`src/rtl/ea_pkg.sv`:
```
package ea_pkg;

  localparam logic [3:0] MD_IMM  = 4'd0;
  localparam logic [3:0] MD_DIR  = 4'd1;
  localparam logic [3:0] MD_IND  = 4'd2;
  localparam logic [3:0] MD_REG  = 4'd3;
  localparam logic [3:0] MD_RIND = 4'd4;
  localparam logic [3:0] MD_DISP = 4'd5;
  localparam logic [3:0] MD_REL  = 4'd6;
  localparam logic [3:0] MD_BASE = 4'd7;
  localparam logic [3:0] MD_IDX  = 4'd8;

  // how a mode resolves its operand
  typedef enum logic [1:0] {
    K_VAL,   // value returned without memory access
    K_MEM,   // one operand read at computed EA
    K_PTR,   // pointer chain then operand read
    K_BAD    // unsupported code
  } kind_e;

  // source of the computed address
  typedef enum logic [1:0] {
    AS_A,
    AS_REG,
    AS_A_REG,
    AS_A_PC
  } asel_e;

  typedef struct packed {
    kind_e kind;
    asel_e asel;
    logic  val_reg;   // K_VAL returns register contents instead of A
  } dec_t;

  typedef enum logic [1:0] {
    S_IDLE,
    S_CALC,
    S_ISSUE,
    S_WAIT
  } st_e;

endpackage

```
`src/rtl/ea_mode_dec.sv`:
```
module ea_mode_dec
  import ea_pkg::*;
(
  input  logic [3:0] mode,
  output dec_t       dec
);

  always_comb begin
    dec = '{kind: K_BAD, asel: AS_A, val_reg: 1'b0};
    case (mode)
      MD_IMM:  dec = '{kind: K_VAL, asel: AS_A,     val_reg: 1'b0};
      MD_DIR:  dec = '{kind: K_MEM, asel: AS_A,     val_reg: 1'b0};
      MD_IND:  dec = '{kind: K_PTR, asel: AS_A,     val_reg: 1'b0};
      MD_REG:  dec = '{kind: K_VAL, asel: AS_A,     val_reg: 1'b1};
      MD_RIND: dec = '{kind: K_MEM, asel: AS_REG,   val_reg: 1'b0};
      MD_DISP: dec = '{kind: K_MEM, asel: AS_A_REG, val_reg: 1'b0};
      MD_REL:  dec = '{kind: K_MEM, asel: AS_A_PC,  val_reg: 1'b0};
      MD_BASE: dec = '{kind: K_MEM, asel: AS_A_REG, val_reg: 1'b0};
      MD_IDX:  dec = '{kind: K_MEM, asel: AS_A_REG, val_reg: 1'b0};
      default: dec = '{kind: K_BAD, asel: AS_A,     val_reg: 1'b0};
    endcase
  end

endmodule

```
`src/rtl/ea_addr_gen.sv`:
```
module ea_addr_gen
  import ea_pkg::*;
#(
  parameter int DW = 32
) (
  input  asel_e          asel,
  input  logic           val_reg,
  input  logic [DW-1:0]  fld_a,
  input  logic [DW-1:0]  reg_val,
  input  logic [DW-1:0]  pc_val,
  output logic [DW-1:0]  ea_calc,
  output logic [DW-1:0]  val_calc
);

  // one shared adder; second input chosen by mode, wraps modulo 2^DW
  logic [DW-1:0] add_b;

  always_comb begin
    add_b = (asel == AS_A_PC) ? pc_val : reg_val;
    case (asel)
      AS_A:    ea_calc = fld_a;
      AS_REG:  ea_calc = reg_val;
      default: ea_calc = fld_a + add_b;
    endcase
    val_calc = val_reg ? reg_val : fld_a;
  end

endmodule

```
`src/rtl/ea_seq.sv`:
```
module ea_seq
  import ea_pkg::*;
#(
  parameter int DW = 32,
  parameter int LW = 2
) (
  input  logic           clk,
  input  logic           rst_n,
  input  logic           start,
  input  dec_t           dec,
  input  logic [LW-1:0]  depth,
  input  logic [DW-1:0]  ea_calc,
  input  logic [DW-1:0]  val_calc,
  input  logic [DW-1:0]  mem_rdata,
  output logic           accept,
  output logic           busy,
  output logic           mem_re,
  output logic [DW-1:0]  mem_addr,
  output logic           done,
  output logic           err,
  output logic [DW-1:0]  ea,
  output logic [DW-1:0]  operand
);

  st_e           st_q, st_d;
  logic [LW-1:0] lvl_q, lvl_d;
  logic          re_d, done_d, err_d;
  logic [DW-1:0] addr_d, ea_d, opnd_d;

  assign busy   = (st_q != S_IDLE);
  assign accept = start && !busy;

  always_comb begin
    st_d   = st_q;
    lvl_d  = lvl_q;
    re_d   = 1'b0;
    addr_d = mem_addr;
    done_d = 1'b0;
    err_d  = 1'b0;
    ea_d   = ea;
    opnd_d = operand;
    case (st_q)
      S_IDLE: if (accept) st_d = S_CALC;
      S_CALC: begin
        case (dec.kind)
          K_VAL: begin
            done_d = 1'b1;
            opnd_d = val_calc;
            ea_d   = '0;
            st_d   = S_IDLE;
          end
          K_MEM: begin
            re_d   = 1'b1;
            addr_d = ea_calc;
            ea_d   = ea_calc;
            lvl_d  = '0;
            st_d   = S_ISSUE;
          end
          K_PTR: begin
            re_d   = 1'b1;
            addr_d = ea_calc;
            lvl_d  = (depth == '0) ? LW'(1) : depth;
            st_d   = S_ISSUE;
          end
          default: begin
            done_d = 1'b1;
            err_d  = 1'b1;
            opnd_d = '0;
            ea_d   = '0;
            st_d   = S_IDLE;
          end
        endcase
      end
      S_ISSUE: st_d = S_WAIT;
      S_WAIT: begin
        if (lvl_q != '0) begin
          // returned word is the next pointer
          lvl_d  = lvl_q - LW'(1);
          re_d   = 1'b1;
          addr_d = mem_rdata;
          ea_d   = mem_rdata;
          st_d   = S_ISSUE;
        end else begin
          done_d = 1'b1;
          opnd_d = mem_rdata;
          st_d   = S_IDLE;
        end
      end
      default: st_d = S_IDLE;
    endcase
  end

  always_ff @(posedge clk or negedge rst_n) begin
    if (!rst_n) begin
      st_q     <= S_IDLE;
      lvl_q    <= '0;
      mem_re   <= 1'b0;
      mem_addr <= '0;
      done     <= 1'b0;
      err      <= 1'b0;
      ea       <= '0;
      operand  <= '0;
    end else begin
      st_q     <= st_d;
      lvl_q    <= lvl_d;
      mem_re   <= re_d;
      mem_addr <= addr_d;
      done     <= done_d;
      err      <= err_d;
      ea       <= ea_d;
      operand  <= opnd_d;
    end
  end

endmodule

```
`src/rtl/ea_unit.sv`:
```
module ea_unit
  import ea_pkg::*;
#(
  parameter int DW  = 32,
  parameter int RSW = 4,
  parameter int MW  = 4,
  parameter int LW  = 2
) (
  input  logic            clk,
  input  logic            rst_n,
  input  logic            start,
  input  logic [MW-1:0]   mode,
  input  logic [LW-1:0]   depth,
  input  logic [DW-1:0]   addr_a,
  input  logic [RSW-1:0]  reg_sel,
  input  logic [DW-1:0]   pc,
  output logic [RSW-1:0]  rf_addr,
  input  logic [DW-1:0]   rf_data,
  output logic            mem_re,
  output logic [DW-1:0]   mem_addr,
  input  logic [DW-1:0]   mem_rdata,
  output logic            done,
  output logic            err,
  output logic [DW-1:0]   ea,
  output logic [DW-1:0]   operand
);

  // reset: asserted asynchronously, released on a clock edge
  logic [1:0] rst_sync;
  logic       rst_core_n;

  always_ff @(posedge clk or negedge rst_n) begin
    if (!rst_n) rst_sync <= 2'b00;
    else        rst_sync <= {rst_sync[0], 1'b1};
  end
  assign rst_core_n = rst_sync[1];

  // request fields captured on acceptance
  logic            accept, busy;
  logic [MW-1:0]   mode_q;
  logic [LW-1:0]   depth_q;
  logic [DW-1:0]   a_q, pc_q;
  logic [RSW-1:0]  reg_q;

  always_ff @(posedge clk or negedge rst_core_n) begin
    if (!rst_core_n) begin
      mode_q  <= '0;
      depth_q <= '0;
      a_q     <= '0;
      pc_q    <= '0;
      reg_q   <= '0;
    end else if (accept) begin
      mode_q  <= mode;
      depth_q <= depth;
      a_q     <= addr_a;
      pc_q    <= pc;
      reg_q   <= reg_sel;
    end
  end

  assign rf_addr = reg_q;

  dec_t          dec;
  logic [DW-1:0] ea_calc, val_calc;

  ea_mode_dec u_dec (
    .mode (mode_q),
    .dec  (dec)
  );

  ea_addr_gen #(.DW(DW)) u_gen (
    .asel     (dec.asel),
    .val_reg  (dec.val_reg),
    .fld_a    (a_q),
    .reg_val  (rf_data),
    .pc_val   (pc_q),
    .ea_calc  (ea_calc),
    .val_calc (val_calc)
  );

  ea_seq #(.DW(DW), .LW(LW)) u_seq (
    .clk       (clk),
    .rst_n     (rst_core_n),
    .start     (start),
    .dec       (dec),
    .depth     (depth_q),
    .ea_calc   (ea_calc),
    .val_calc  (val_calc),
    .mem_rdata (mem_rdata),
    .accept    (accept),
    .busy      (busy),
    .mem_re    (mem_re),
    .mem_addr  (mem_addr),
    .done      (done),
    .err       (err),
    .ea        (ea),
    .operand   (operand)
  );

endmodule

```
`config.mk`:
```
export PLATFORM = sky130hd
export DESIGN_NAME = ea_unit
export DESIGN_NICKNAME = d
export VERILOG_FILES = /design/src/rtl/ea_pkg.sv /design/src/rtl/ea_mode_dec.sv /design/src/rtl/ea_addr_gen.sv /design/src/rtl/ea_seq.sv /design/src/rtl/ea_unit.sv
export SDC_FILE = /design/constraint.sdc
export NUM_CORES = 1
export LEC_CHECK = 0
export CORE_MARGIN = 2
export CORE_UTILIZATION = 50
export DETAILED_ROUTE_END_ITERATION = 10
export GPL_ROUTABILITY_DRIVEN = 1
export GPL_TIMING_DRIVEN = 0
export PLACE_DENSITY = 0.91
export SYNTH_ARGS = -nofsm -noshare
export SYNTH_HDL_FRONTEND = slang
export SYNTH_SLANG_ARGS = --single-unit
```
`constraint.sdc`:
```
create_clock -name clk -period 9 [get_ports clk]
set_clock_uncertainty 0.1 [all_clocks]
set_input_delay 1.35 -clock clk [delete_from_list [all_inputs] [get_ports clk]]
set_output_delay 1.35 -clock clk [all_outputs]
set_load 0.05 [all_outputs]
```
==> impl_metrics.yaml, run 1 <==
power:
  pwr-share-comb_pct: 63.8
  p_leak_uw: 0.00566
  power_density_nw_per_um2: 453
  power.share.switching_pct: 53.1
  p_seq_share_pct: 24.4
  clock_power_share_pct: 11.8
  ir_worst_vdd_v: 0.000204
  internal-power_uw: 2940
  power_switching_uw: 3320
placement:
  portBuffers: 243
  placed_area_sq_um: 13200
  post-place-ws_ps: 3960
  hpwl_mm: 29.8
  dp.cells: 1643
  globalplace.congestion: 0.947
critical_path:
  worstSetupEndpointType: "flip-flop"
  critical_path_arrival_ps: 5440
  start_kind: "flip-flop"
  worstSetupPathType: "flip-flop to flip-flop"
  cp_max_fo: 10
  reg2reg_slack_ps: 3810
  required_ps: 9250
cts:
  cts_num_sinks: 179
  insertion_delay_ps: 440
  numCtsBuffers: 17
  htreeDepth: 4
  cts_root_buffer: "clkbuf_16"
  clk_path_buf_depth: 2
  clkTransAtPathRegs_ps: 70
  holdBufCountCts: 0
  cts_tree: "done"
  cts.repair.resized: 0
  postCtsSetupBuffers: 0
sta:
  setup_viol: 0
  hold_ws_ps: 267
  slew_headroom_pct: 37.6
  max_freq_mhz: 193
  hold_viol_final: 0
  post-route-period-util_pct: 57.7
  timing.setup.tns_ps: 0
  drv_slew: 0
  min_period_ps: 5190
  finalWorstSetupSlack_ps: 3810
  tightest_slew_ps: 924
  rsz0062_at_grt: "no"
yosys:
  yosysWarnings: 0
  synthArstFlopShare_pct: 100
  syn_nets: 1310
  postSynthAreaPerCell_sq_um: 9.23
  syn-instance-count: 1128
  synth_top_family_by_area: "compound AO/OA/AOI/OAI gates"
  synth_flop_cell: "dfrtp_1"
  synth_area_sq_um: 10400
  ys_types: 63
  synthAdderAreaFrac_pct: 5.00
  synth-compound-area-share_pct: 22.7
  ys_ff_latch: 179
  muxShareOfSynthArea_pct: 11.7
  synthSimpleGateAreaFrac_pct: 12.5
  synth_edf_count: 0
  yosys.area_share.xor_xnor_pct: 1.68
  ys_seq_area_share_pct: 43.0
floorplanning:
  die_h_um: 148
  start_util_pct: 51.1
  core_region_area_sq_um: 20400
  io_pins: 244
  placementRows: 52
  die_width_um: 148
  die_area_sq_um: 22000
grt:
  gr-total-overflow: 0
  antenna_found_initial: 0
  first_global_vias: 10200
  grt_usage_pct: 34.5
  grt_pass1_wl_mm: 58.1
  grt_max_degree: 63
layout:
  finalNonFillerCells: 1675
  area_delta_synth_final_pct: 32.7
  register_area_sq_um: 4480
  nFillCells: 1610
  n_antenna_cell: 0
  post-route-cell-area_sq_um: 13800
  final_cell_mix: "243 x clkdlybuf4s50_1, 178 x dfrtp_1, 177 x nand2_1, 142 x a21oi_1, 105 x mux2_2"
  multi_input_area_sq_um: 5590
  final_nets: 1574
  final_common_cell: "clkdlybuf4s50_1"
  drive_above_1_share_pct: 10.9
route:
  ant_nets: 0
  wire_per_inst_um: 22.7
  drt_pre_antenna_iters: 6
  drtIter0Drc: 1244
  via_per_inst: 6.29
  routed_wl_mm: 38.0
  via_count: 10500
  drc: 0
hold_path:
  worstHoldPathType: "flip-flop to flip-flop"
flow_run:
  cap_viol_max_count: 0
run_status:
  status: "finished, final reports clean"
sequential cells by signal (all words and copies together), names as in the netlist:
name	cells
u_seq.err	1
u_seq.mem_addr	32
u_seq.done	1
pc_q	32
u_seq.mem_re	1
a_q	32
u_seq.lvl_q	2
rst_sync	2
u_seq.ea	32
u_seq.operand	32
u_seq.st_q	2
mode_q	4
rf_addr	4
depth_q	2
cell usage after synthesis, drive strengths merged (12+ instances only):
cell    number  area [sq um]
a21o        13          97.6
a21oi      143           719
a221oi      15           131
clkbuf      65           245
dfrtp      179          4480
ha          40           500
inv         15          56.3
mux2       105          1180
nand2      177           664
nor2        61           229
nor3        12          60.1
o21ai      106           534
o31ai       18           140
metal layers:
layer | share of wire, % | vias up | track usage, % | routed length, um
met5 | 0 | - | 0 | 0
li1 | - | 4641 | - | -
met3 | 11 | 120 | 7.73 | 4330
met2 | 44 | 770 | 52.3 | 16700
met4 | 3.5 | 0 | 13.0 | 1310
met1 | 41 | 5011 | 48.7 | 15700
worst paths after layout:
check | from | to | depth (start not counted)
min in group asynchronous | rst_sync[1] | pc_q[3] | 0
min reg2reg | rst_sync[0] | rst_sync[1] | 0
min | rst_sync[0] | rst_sync[1] | 0
max | mode_q[3] | u_seq.ea[28] | 16
max reg2reg | mode_q[3] | u_seq.ea[28] | 16
max in group asynchronous | rst_sync[1] | u_seq.mem_addr[16] | 2
power groups by stage:
stage | combinational [uW] | sequential (uW) | clock, uW
5_1_grt | 4240 | 1560 | 772
3_3_place_gp | 3780 | 1510 | 0
6_report | 3990 | 1530 | 739
2_1_floorplan | 2010 | 2060 | 0
3_5_place_dp | 3860 | 1520 | 0
4_1_cts | 3890 | 1510 | 742
critical path, cell delays in order, from the launching register on:
cell	delay, ps
dfrtp_1	470
nand2b_1	180
clkbuf_1	170
nor3b_2	490
clkbuf_1	670
mux2_2	290
ha_1	190
inv_1	70
fa_1	410
nand2b_1	200
a21oi_2	210
o21ai_2	140
a2111oi_4	510
o2111ai_1	190
and3_1	260
o31a_1	340
o31ai_2	230
cell families (layout without fill, tap and decap cells):
| logic type | after synthesis | in the layout |
|---|---|---|
| adder cells (fa/ha/maj) | 41 | 41 |
| AND/OR/NAND/NOR | 305 | 305 |
| other | 1 | 1 |
| multiplexers | 109 | 109 |
| buffers and inverters | 91 | 368 |
| XOR/XNOR | 20 | 20 |
| flip-flops | 179 | 179 |
| AO/OA/AOI/OAI | 382 | 382 |
metrics by stage:
| stage | util (%) | total power (uW) |
|---|---|---|
| final | 67.9 | 6260 |
| after global routing | 67.9 | 6570 |
| after CTS | 67.9 | 6140 |
| after detailed placement | 65.0 | 5380 |
| after global placement | 64.8 | 5290 |
| after floorplan | - | 4060 |
cell type report:
type | count | share of cell area (%)
buffer | 76 | 2.09
clock buffer | 18 | 3.18
clock inverter | 14 | 0.978
inverter | 15 | 0.407
multi-input combinational | 858 | 40.5
sequential | 179 | 32.4
tap | 270 | 2.44
timing repair buffer | 245 | 18.0
(Power assumes the default switching activity.)
==> inputs of run 2 (changes only) <==
--- a/config.mk
+++ b/config.mk
@@ -6,11 +6,11 @@
 export NUM_CORES = 1
 export LEC_CHECK = 0
 export CORE_MARGIN = 2
-export CORE_UTILIZATION = 50
+export CORE_UTILIZATION = 46
 export DETAILED_ROUTE_END_ITERATION = 10
 export GPL_ROUTABILITY_DRIVEN = 1
 export GPL_TIMING_DRIVEN = 0
-export PLACE_DENSITY = 0.91
+export PLACE_DENSITY = 0.89
 export SYNTH_ARGS = -nofsm -noshare
 export SYNTH_HDL_FRONTEND = slang
 export SYNTH_SLANG_ARGS = --single-unit
==> constraint.sdc (replaced) <==
create_clock -name clk -period 4.35 [get_ports clk]
set_clock_uncertainty 0.1 [all_clocks]
set_input_delay 0.6525 -clock clk [delete_from_list [all_inputs] [get_ports clk]]
set_output_delay 0.6525 -clock clk [all_outputs]
set_load 0.05 [all_outputs]
==> run 2 against run 1 <==
Against the previous run:
- clock power is 110% higher
- core utilization fell by 5.6 points
- die area is 8.5% higher
- design area increased by 1.1%
- cell count grew 1.6%
- count of clock-buffer cells in the layout fell by 1
- global-route usage decreased by 2.3 points
- register-to-register slack lost 3700 ps
- critical path depth fell by 2
- critical path type unchanged
- largest cell class unchanged
- highest routed layer unchanged
==> impl_metrics.yaml, run 2 (synthesized netlist as in run 1, its figures left out) <==
critical_path:
  start_kind: "flip-flop"
  worstSetupEndpointType: "flip-flop"
  reg2reg_slack_ps: 110
  worstSetupPathType: "flip-flop to flip-flop"
  r2r_cells: 14
  crit_start: "mode_q[3]"
  critical_path_arrival_ps: 4460
  crit_top_cell: "o21ai_0"
  r2r_start: "mode_q[3]"
  required_ps: 4570
  crit_chain: "nand2b_4, nor3b_4, clkbuf_8, buf_12, mux2_2, ha_1, a211oi_1, o21bai_1, o21ai_0, a31oi_2, xnor2_1, o21ai_0, a221oi_1, nor2_1"
  crit_cells: 14
  timing.rr.end: "u_seq.ea[21]"
  critPathTopFamily: "compound AO/OA/AOI/OAI gates"
  slowest_stage: "a221oi_1"
  slowest_delay_ps: 490
  cp_max_fo: 7
  crit_buf_inv: 2
  endpoint: "u_seq.ea[21]"
grt:
  use_met3_pct: 6.75
  gr-total-overflow: 0
  busiest_layer: "met2"
  grt_usage_pct: 32.3
  first_global_vias: 10400
  grt_max_degree: 63
  use_met2_pct: 48.5
  grtUsageMet1_pct: 44.8
  antenna_found_initial: 4
  grt_pass1_wl_mm: 59.4
route:
  via_per_inst: 6.14
  ant_nets: 0
  drtIter0Drc: 1291
  routed_wl_mm: 38.2
  wire_per_inst_um: 22.4
  via_count: 10400
  drt_pre_antenna_iters: 5
  drc: 0
cts:
  htreeDepth: 4
  insertion_delay_ps: 440
  cts_root_buffer: "clkbuf_16"
  cts_tree: "done"
  cts_num_sinks: 179
  holdBufCountCts: 0
  numCtsBuffers: 17
  clkTransAtPathRegs_ps: 70
  clk_path_buf_depth: 2
layout:
  drive_above_1_share_pct: 12.2
  finalNonFillerCells: 1701
  area_delta_synth_final_pct: 34.2
  final_cell_mix: "243 x clkdlybuf4s50_1, 178 x dfrtp_1, 177 x nand2_1, 142 x a21oi_1, 105 x mux2_2"
  final_common_cell: "clkdlybuf4s50_1"
  nFillCells: 1858
  final_nets: 1582
floorplanning:
  die_width_um: 154
  placementRows: 55
  die_area_sq_um: 23900
  core_region_area_sq_um: 22400
  io_pins: 244
  start_util_pct: 46.4
  die_h_um: 154
power:
  total_power_uw: 13000
  ir_worst_vdd_v: 0.000418
  power_density_nw_per_um2: 933
  p_leak_uw: 0.00572
sta:
  post-route-period-util_pct: 97.5
  slew_headroom_pct: 16.9
  min_period_ps: 4240
  hold_viol_final: 0
  rsz0062_at_grt: "yes"
  drv_slew: 0
  max_freq_mhz: 236
  setup_viol: 0
  timing.setup.tns_ps: 0
  finalWorstSetupSlack_ps: 108
  tightest_slew_ps: 1240
hold_path:
  worstHoldPathType: "input port to async pin"
placement:
  globalplace.congestion: 0.975
  hpwl_mm: 29.9
  portBuffers: 243
  dp.cells: 1658
  post-place-ws_ps: -677
run_status:
  status: "finished, final reports clean"
flow_run:
  cap_viol_max_count: 0
## run 2: metal layers
layer	wire [um]	vias up
li1	-	4645
met1	15600	5028
met2	16800	653
met3	4100	116
met4	1670	0
met5	0	-
## run 2: worst reg2reg max path, cell delays in order, from the launching register on
cell and delay (ps):
dfrtp_1 430, nand2b_4 200, nor3b_4 320, clkbuf_8 240, buf_12 120, mux2_2 330, ha_1 360, a211oi_1 260
o21bai_1 130, o21ai_0 420, a31oi_2 230, xnor2_1 200, o21ai_0 200, a221oi_1 490, nor2_1 100
## run 2: layout make-up
class                      count  area, sq um  area share [%]
buffer                        74          299            2.14
sequential                   179         4480            32.1
inverter                      15         56.3           0.403
multi-input combinational    858         5640            40.3
timing repair buffer         255         2570            18.4
antenna                        4         10.0          0.0716
clock inverter                14          133           0.949
tap                          285          357            2.55
clock buffer                  17          425            3.04
## run 2: timing repair
action,CTS,global route
setup endpoints to repair,44,33
pin swaps,3,4
cloned,0,0
setup buffers,6,4
resized for setup,9,8
## run 2: per-stage QoR
stage	instance area (sq um)	utilization [%]	hold WS (ps)
finish	14000	62.3	258
global route	14000	62.3	268
CTS	13900	62.0	256
detailed placement	13300	59.1	245
global placement	13200	58.9	237
floorplan	10400	-	231
## run 2: power breakdown
group	internal [uW]	switching, uW	total, uW
clock network	758	772	1530
logic	2930	5420	8360
registers	2450	700	3150
total	6140	6900	13000
## run 2: worst min path at each step
stage	end	cells past startpoint	slack [ps]	from
after floorplan	rst_sync[1]	0	230	rst_sync[0]
after global placement	rst_sync[1]	0	240	rst_sync[0]
after detailed placement	rst_sync[1]	0	240	rst_sync[0]
after CTS	rst_sync[1]	1	260	rst_n
after global routing	rst_sync[1]	1	270	rst_n
final	rst_sync[1]	1	260	rst_n
